[config.mk]
export PLATFORM = sky130hd
export DESIGN_NAME = conv_frame_seq
export DESIGN_NICKNAME = d
export VERILOG_FILES = /design/src/rtl/cfs_pkg.sv /design/src/rtl/cfs_ctrl.sv /design/src/rtl/cfs_lane.sv /design/src/rtl/cfs_setup.sv /design/src/rtl/conv_frame_seq.sv
export SDC_FILE = /design/constraint.sdc
export NUM_CORES = 1
export LEC_CHECK = 0
export BUFFER_PORTS_ARGS = -buffer_cell sky130_fd_sc_hd__buf_2
export CAP_MARGIN = 20
export CORE_ASPECT_RATIO = 1.5
export CORE_UTILIZATION = 39
export CTS_CLUSTER_DIAMETER = 120
export DETAILED_ROUTE_END_ITERATION = 10
export GPL_TIMING_DRIVEN = 0
export PLACE_DENSITY = 0.6
export SLEW_MARGIN = 10
export SYNTH_ARGS = -nofsm -noshare
export SYNTH_HDL_FRONTEND = slang
export SYNTH_SLANG_ARGS = --single-unit
[constraint.sdc]
create_clock -name clk -period 4.9 [get_ports clk]
set_input_delay 0.98 -clock clk [delete_from_list [all_inputs] [get_ports clk]]
set_output_delay 0.98 -clock clk [all_outputs]
set_load 0.005 [all_outputs]
[src/rtl/cfs_pkg.sv]
package cfs_pkg;
    typedef enum logic [1:0] {
        ST_IDLE   = 2'd0,
        ST_SAMPLE = 2'd1,
        ST_SHIFT  = 2'd2
    } seq_state_t;
endpackage

[src/rtl/cfs_ctrl.sv]
module cfs_ctrl
    import cfs_pkg::*;
#(
    parameter int RES_W     = 12,
    parameter int FRAME_LEN = 14
) (
    input  logic clk,
    input  logic rst_n,
    input  logic conv_n,
    output logic start,
    output logic shift_en,
    output logic cap_en,
    output logic frame_end,
    output logic busy_n,
    output logic sample_stb,
    output logic overrun,
    output logic data_valid
);
    localparam int PW = $clog2(FRAME_LEN + 1);

    seq_state_t    state_q, state_d;
    logic [PW-1:0] pos_q;
    logic [1:0]    done_q;

    // next-state logic
    always_comb begin
        state_d = state_q;
        unique case (state_q)
            ST_IDLE:   if (!conv_n) state_d = ST_SAMPLE;
            ST_SAMPLE: state_d = ST_SHIFT;
            ST_SHIFT:  if (pos_q == PW'(FRAME_LEN - 1)) state_d = ST_IDLE;
            default:   state_d = ST_IDLE;
        endcase
    end

    // state register and frame position (position of the last edge taken)
    always_ff @(posedge clk or negedge rst_n) begin
        if (!rst_n) begin
            state_q <= ST_IDLE;
            pos_q   <= '0;
        end else begin
            state_q <= state_d;
            if (state_d == ST_IDLE)      pos_q <= '0;
            else if (state_q == ST_IDLE) pos_q <= PW'(1);
            else                         pos_q <= pos_q + PW'(1);
        end
    end

    // outputs decoded from state
    always_comb begin
        busy_n     = (state_q == ST_IDLE);
        sample_stb = (state_q == ST_SAMPLE);
        start      = (state_q == ST_IDLE) && !conv_n;
        cap_en     = (state_q != ST_IDLE);
        shift_en   = (state_q != ST_IDLE) && (pos_q <= PW'(RES_W));
        frame_end  = (state_q == ST_SHIFT) && (pos_q == PW'(FRAME_LEN - 1));
    end

    // sticky overrun and completed-frame count
    always_ff @(posedge clk or negedge rst_n) begin
        if (!rst_n) begin
            overrun <= 1'b0;
            done_q  <= 2'd0;
        end else begin
            if (state_q != ST_IDLE && !conv_n) overrun <= 1'b1;
            if (frame_end && done_q != 2'd2)   done_q  <= done_q + 2'd1;
        end
    end

    assign data_valid = (done_q == 2'd2);

    assert_start_R1: assert property (@(posedge clk) disable iff (!rst_n)
        (busy_n && !conv_n) |=> (!busy_n && sample_stb));
    assert_strobe_once_R1: assert property (@(posedge clk) disable iff (!rst_n)
        sample_stb |=> !sample_stb);
    assert_busy_len_R7: assert property (@(posedge clk) disable iff (!rst_n)
        $rose(busy_n) |-> ($past(pos_q) == PW'(FRAME_LEN - 1)));
    assert_ignore_R8: assert property (@(posedge clk) disable iff (!rst_n)
        (!busy_n && !conv_n) |=> overrun);
    assert_sticky_R8: assert property (@(posedge clk) disable iff (!rst_n)
        overrun |=> overrun);
    assert_valid_hold_R9: assert property (@(posedge clk) disable iff (!rst_n)
        data_valid |=> data_valid);
endmodule

[src/rtl/cfs_lane.sv]
module cfs_lane #(
    parameter int RES_W = 12
) (
    input  logic             clk,
    input  logic             rst_n,
    input  logic             load,
    input  logic             shift_en,
    input  logic [RES_W-1:0] res,
    output logic             sout
);
    logic [RES_W-1:0] sh_q;

    always_ff @(posedge clk or negedge rst_n) begin
        if (!rst_n) begin
            sh_q <= '0;
            sout <= 1'b0;
        end else begin
            if (load)          sh_q <= res;
            else if (shift_en) sh_q <= {sh_q[RES_W-2:0], 1'b0};
            sout <= shift_en ? sh_q[RES_W-1] : 1'b0;
        end
    end

    assert_quiet_R2: assert property (@(posedge clk) disable iff (!rst_n)
        !shift_en |=> !sout);
endmodule

[src/rtl/cfs_setup.sv]
module cfs_setup #(
    parameter int DAC_W  = 8,
    parameter int GAIN_W = 2,
    parameter int SEL_W  = 3
) (
    input  logic              clk,
    input  logic              rst_n,
    input  logic              cap_en,
    input  logic              frame_end,
    input  logic              start,
    input  logic              ser_in,
    output logic [DAC_W-1:0]  dac_code,
    output logic [GAIN_W-1:0] gain_code,
    output logic [SEL_W-1:0]  sel_code
);
    localparam int SW = DAC_W + GAIN_W + SEL_W;

    logic [SW-2:0]     shadow_q;
    logic [SW-1:0]     word;
    logic [GAIN_W-1:0] stage_gain_q;
    logic [SEL_W-1:0]  stage_sel_q;

    assign word = {shadow_q, ser_in};

    always_ff @(posedge clk or negedge rst_n) begin
        if (!rst_n) begin
            shadow_q     <= '0;
            dac_code     <= '0;
            stage_gain_q <= '0;
            stage_sel_q  <= '0;
            gain_code    <= '0;
            sel_code     <= '0;
        end else begin
            if (cap_en) shadow_q <= word[SW-2:0];
            if (frame_end) begin
                dac_code     <= word[SW-1 -: DAC_W];
                stage_gain_q <= word[GAIN_W+SEL_W-1 -: GAIN_W];
                stage_sel_q  <= word[SEL_W-1:0];
            end
            if (start) begin
                gain_code <= stage_gain_q;
                sel_code  <= stage_sel_q;
            end
        end
    end

    assert_dac_hold_R5: assert property (@(posedge clk) disable iff (!rst_n)
        !frame_end |=> $stable(dac_code));
    assert_cfg_hold_R6: assert property (@(posedge clk) disable iff (!rst_n)
        !start |=> ($stable(gain_code) && $stable(sel_code)));
endmodule

[src/rtl/conv_frame_seq.sv]
module conv_frame_seq #(
    parameter int RES_W  = 12,
    parameter int DAC_W  = 8,
    parameter int GAIN_W = 2,
    parameter int SEL_W  = 3
) (
    input  logic              clk,
    input  logic              rst_n,
    input  logic              conv_n,
    input  logic              setup_in,
    input  logic [RES_W-1:0]  res_a,
    input  logic [RES_W-1:0]  res_b,
    input  logic [RES_W-1:0]  res_c,
    output logic              sout_a,
    output logic              sout_b,
    output logic              sout_c,
    output logic              busy_n,
    output logic              sample_stb,
    output logic [DAC_W-1:0]  dac_code,
    output logic [GAIN_W-1:0] gain_code,
    output logic [SEL_W-1:0]  sel_code,
    output logic              data_valid,
    output logic              overrun
);
    localparam int N_LANE    = 3;
    localparam int SETUP_W   = DAC_W + GAIN_W + SEL_W;
    localparam int FRAME_LEN = SETUP_W + 1;

    logic start, shift_en, cap_en, frame_end;
    logic [N_LANE-1:0][RES_W-1:0] res_bus;
    logic [N_LANE-1:0]            sout_bus;

    assign res_bus = {res_c, res_b, res_a};
    assign sout_a  = sout_bus[0];
    assign sout_b  = sout_bus[1];
    assign sout_c  = sout_bus[2];

    cfs_ctrl #(.RES_W(RES_W), .FRAME_LEN(FRAME_LEN)) u_ctrl (
        .clk(clk), .rst_n(rst_n), .conv_n(conv_n),
        .start(start), .shift_en(shift_en), .cap_en(cap_en),
        .frame_end(frame_end), .busy_n(busy_n), .sample_stb(sample_stb),
        .overrun(overrun), .data_valid(data_valid)
    );

    for (genvar g = 0; g < N_LANE; g++) begin : g_lane
        cfs_lane #(.RES_W(RES_W)) u_lane (
            .clk(clk), .rst_n(rst_n), .load(start), .shift_en(shift_en),
            .res(res_bus[g]), .sout(sout_bus[g])
        );
    end

    cfs_setup #(.DAC_W(DAC_W), .GAIN_W(GAIN_W), .SEL_W(SEL_W)) u_setup (
        .clk(clk), .rst_n(rst_n), .cap_en(cap_en), .frame_end(frame_end),
        .start(start), .ser_in(setup_in), .dac_code(dac_code),
        .gain_code(gain_code), .sel_code(sel_code)
    );

    assert_lanes_aligned_R2: assert property (@(posedge clk) disable iff (!rst_n)
        busy_n |=> (sout_bus == '0) || !busy_n);
endmodule

* After elaboration in Yosys (flattened, before gate mapping)
Index checks and enable logic that the tools add are counted.
** Storage, ports and cells
- Flip-flop bits (word level) :: 78
- Bits of input ports :: 40
** Operators by class
- Reductions and logical operators :: 10
- Equality and inequality tests :: 5
- Muxes and demuxes :: 14
- Magnitude comparators :: 1
- Add/subtract/negate cells :: 2
** Operators with widths (number)
- 12-bit 2-to-1 mux :: 6
- 4-bit 2-to-1 mux :: 2
- 2-bit case mux with 3 select lines :: 1
- 1-bit logical AND :: 5
- 4-bit by 1-bit adder with 4-bit output, second input constant :: 1
- 2-bit equality test, second input constant :: 2
- 4-bit equality test, second input constant :: 1
- 4-bit less-or-equal comparator, second input constant :: 1
- 2-bit zero test :: 2
- 2-bit 2-to-1 mux :: 2
- 2-bit nonzero test :: 2
- 1-bit 2-to-1 mux :: 3
- 2-bit by 1-bit adder with 2-bit output, second input constant :: 1
- 2-bit by 1-bit equality test with 1-bit output, second input constant :: 1
- 2-bit inequality test, second input constant :: 1
- 1-bit zero test :: 1

* Longest topological paths before layout
- Depth after elaboration :: 5
- Mapped depth :: 6
- Gate-level depth less buffers :: 6

* Hierarchy
Synthesis repeated with hierarchy kept, for this count alone.
** Unflattened totals
- Cell total of the unflattened synthesis :: 266
- Area total of the unflattened synthesis :: 3378.2 µm²
** By module, submodules not included
- cfs_lane :: cells an instance 54, instances 3, area each 595.6 µm²
- cfs_setup :: cells an instance 62, instances 1, area each 1148.6 µm²
- cfs_ctrl :: cells an instance 42, instances 1, area each 442.9 µm²

* Worst setup path before layout
No wires, ideal clock.
- Path kind :: register to output
- From :: register u_ctrl.state_q[0]
- To :: output busy_n
- Buffers on the path :: 2
- Setup slack :: 2.814 ns
- Arrival time :: 1.106 ns
- Data required time :: 3.920 ns
- Stages on the path, launching flop included :: 5
- Cells stage by stage :: dfrtp_1 > or2_1 > buf_6 > inv_1 > clkbuf_1
** On the way
- Word-level cells in the longest chain between the ends :: 1
** Ends and longest elaborated chain
- from (decl) :: line cfs_ctrl.sv:21 : seq_state_t state_q, state_d;
- from (signal assigned) :: line cfs_ctrl.sv:42 : state_q <= state_d;
- 2-bit zero test :: line cfs_ctrl.sv:51 : busy_n = (state_q == ST_IDLE);
- to (decl) :: line conv_frame_seq.sv:17 : output logic busy_n,
No other way between the ends.

* Worst setup path in the final report
- From :: register u_ctrl.state_q[1]
- To :: output busy_n
Same word-level chain as after synthesis.

==> flow_summary.ini <==
[status]
status = finished, final reports clean

[floorplanning]
die_area_sq_um = 8711
die-height_um = 113.8
core_area_sq_um = 8058
core.rowCount = 40
pin_count = 60
die_w_um = 76.54
start_util = 0.4034

[logic_synthesis]
synth_fp_nets = 302
syn_inst = 258
syn_area_per_cell_sq_um = 12.60
synth_area_sq_um = 3251
synth_cell_types = 30
async_flop_share = 1.000
synthFlopType = dfrtp_1
synth_edf_count = 0
ys_seq_area_frac = 0.6005
ys_ff_latch = 78
yosysWarnings = 0

[hold_path]
hold_class = register to register

[timing]
fin_worst_skew_ns = 0.009348
rsz0062_at_grt = no
finalCriticalPeriod_ns = 2.762
slew_viol_final = 0
setup_viol_count_final = 0
maxSlewHeadroom = 0.6741
period_share = 0.5637
max_freq_ghz = 0.3621
tns_ns = 0
worstMarginPinSlew_ns = 0.4862
setup_slack_ns = 2.138
hold_violations = 0

[final_layout]
design_area_sq_um = 4030
fillers = 759
layout.nets = 373
mostFrequentLayoutCell = dfrtp_1
area_delta_synth_final_pct = 23.98
antenna_cells = 0
final_cell_mix = dfrtp_1, buf_2, nand2_1
drive_gt1_frac = 0.3174

[place]
post-dp-hpwl_um = 4245
finalWeightedCongestion = 0.7292
dpl_worst_slack_ns = 2.480
post_dp_cell_area_sq_um = 3707
numPortBuffers = 59

[flow_run]
maxCapViolCount = 0

[clock_network]
cts_setup_buffers = 0
cts_tree = yes
clock_latency_ns = 0.33
htreeDepth = 3
max-clock-path-buffers = 2
clkSinkCount = 78
cts_root_buffer = clkbuf_16
ctsResizeCount = 0
cts_buffers = 9
ctsHoldBuffers = 0
clkTransAtPathRegs_ns = 0.06

[setup_path]
worstSetupStartpoint = u_ctrl.state_q[1]
worstPathMaxFanout = 10
criticalPathCategory = register to primary output
r2r_start = u_ctrl.pos_q[1]
end_kind = primary output
reg2reg_slack_ns = 3.09
r2r_end = u_setup.stage_gain_q[0]
arrival_ns = 1.78
cp-start-kind = register
cp.required_ns = 3.92
r2r_cells = 6
crit_end = busy_n

[power]
total_leakage_power_nw = 1.914
switching_share = 0.2995
intPower_mw = 1.599
combPwrFrac = 0.264
clkPwrFrac = 0.308
ir_drop_mv = 0.2204
p_seq_frac = 0.428
switchingPower_uw = 683.9
power.density_nw_per_um2 = 566.6

[global_route]
antenna_found_initial = 0
grt_usage = 0.1539
grt_max_degree = 52
grt_pass1_vias = 2194
grt-ovfl-total = 0
grt_pass1_wl_um = 10280

[route]
viasPerCell = 4.811
wire_per_inst_um = 13.64
drt_iter0_markers = 98
drc = 0
via_count = 2112
totalWireLength_um = 5989
drt-pass1-iter-count = 4
detail-route-antenna-nets = 0
synth_stat cells (2+ instances only):
library cell	instances	share of area
nand3_1	2	0.0031
ha_1	4	0.015
clkbuf_1	5	0.0058
o21ai_1	3	0.0046
nand2b_1	34	0.065
buf_2	5	0.0077
o221a_2	3	0.010
mux2_1	3	0.010
xnor2_1	2	0.0054
mux2_2	15	0.052
and3_1	4	0.0077
buf_6	4	0.014
dfrtp_1	78	0.60
nand2_1	40	0.046
o221a_1	30	0.10
nor2_1	3	0.0035
inv_1	10	0.012
registers in the layout, summed over array words and instances (netlist names):
| signal | cells |
|---|---|
| u_setup.stage_sel_q | 3 |
| g_lane.u_lane.sout | 3 |
| u_ctrl.overrun | 1 |
| u_ctrl.pos_q | 4 |
| u_setup.stage_gain_q | 2 |
| g_lane.u_lane.sh_q | 36 |
| u_ctrl.done_q | 2 |
| u_ctrl.state_q | 2 |
| u_setup.gain_code | 2 |
| u_setup.sel_code | 3 |
| u_setup.dac_code | 8 |
| u_setup.shadow_q | 12 |
metrics by stage:
stage,total power [mW],utilization,std cells,hold slack (ns)
floorplan,1.412,-,258,0.4331
global placement,1.581,0.4564,422,0.4488
detailed placement,1.600,0.4601,423,0.4570
CTS,2.316,0.5002,439,0.4710
global route,2.439,0.5002,439,0.5070
finish,2.283,0.5002,439,0.4651
routing by layer:
layer  global-route usage  wire (um)  up-vias  share of wire
li1                     -          -     1044              -
met1               0.1895       2754     1018           0.46
met2               0.2523       2976       46           0.50
met3              0.04480        206        4          0.034
met4              0.06538         51        0         0.0085
met5                    0          0        -              0
cell families (layout without fill, tap and decap cells):
family | count (synthesis) | in the layout | share of synthesized area
AOI/OAI and AO/OA | 40 | 40 | 0.1282
xor gates and xnor gates | 3 | 3 | 0.008085
adders and majority gates | 4 | 4 | 0.01540
buffers and inverters | 24 | 100 | 0.03888
DFF | 78 | 78 | 0.6005
muxes | 20 | 20 | 0.07005
and+or+nand+nor | 89 | 89 | 0.1390
power groups by stage:
stage               clock [mW]  combinational (mW)  sequential (mW)
floorplan                    0               0.463            0.948
global placement             0               0.594            0.986
detailed placement           0               0.615            0.985
CTS                      0.722               0.616            0.978
global route             0.754               0.681             1.00
finish                   0.703               0.602            0.978
worst min-delay path by stage:
| stage | endpoint | slack, ns | cells after the start | start |
|---|---|---|---|---|
| 5_1_grt | u_ctrl.overrun | 0.51 | 1 | u_ctrl.overrun |
| 6_report | u_setup.shadow_q[11] | 0.47 | 2 | u_setup.shadow_q[11] |
| 2_1_floorplan | u_setup.shadow_q[11] | 0.43 | 2 | u_setup.shadow_q[11] |
| 3_5_place_dp | u_setup.shadow_q[11] | 0.46 | 2 | u_setup.shadow_q[11] |
| 4_1_cts | u_setup.shadow_q[11] | 0.47 | 2 | u_setup.shadow_q[11] |
| 3_3_place_gp | u_setup.shadow_q[11] | 0.45 | 2 | u_setup.shadow_q[11] |
area by class of cell:
class	instances	area, sq um	share of cell area
plain buffers	14	88.84	0.02204
flip-flops and latches	78	1952	0.4843
clock buffers	9	225.2	0.05588
well taps	105	131.4	0.03260
inverters	10	37.54	0.009314
multi-input cells	156	1172	0.2909
repair buffers	60	325.3	0.08072
clock inverters	7	97.59	0.02422
critical path, stage by stage, from the launching register on:
cell and delay, ns:
dfrtp_1 0.41, or2_1 0.23, buf_6 0.14, inv_1 0.10
clkbuf_1 0.37, buf_2 0.19
No activity file was read; power rests on OpenSTA's default activity.
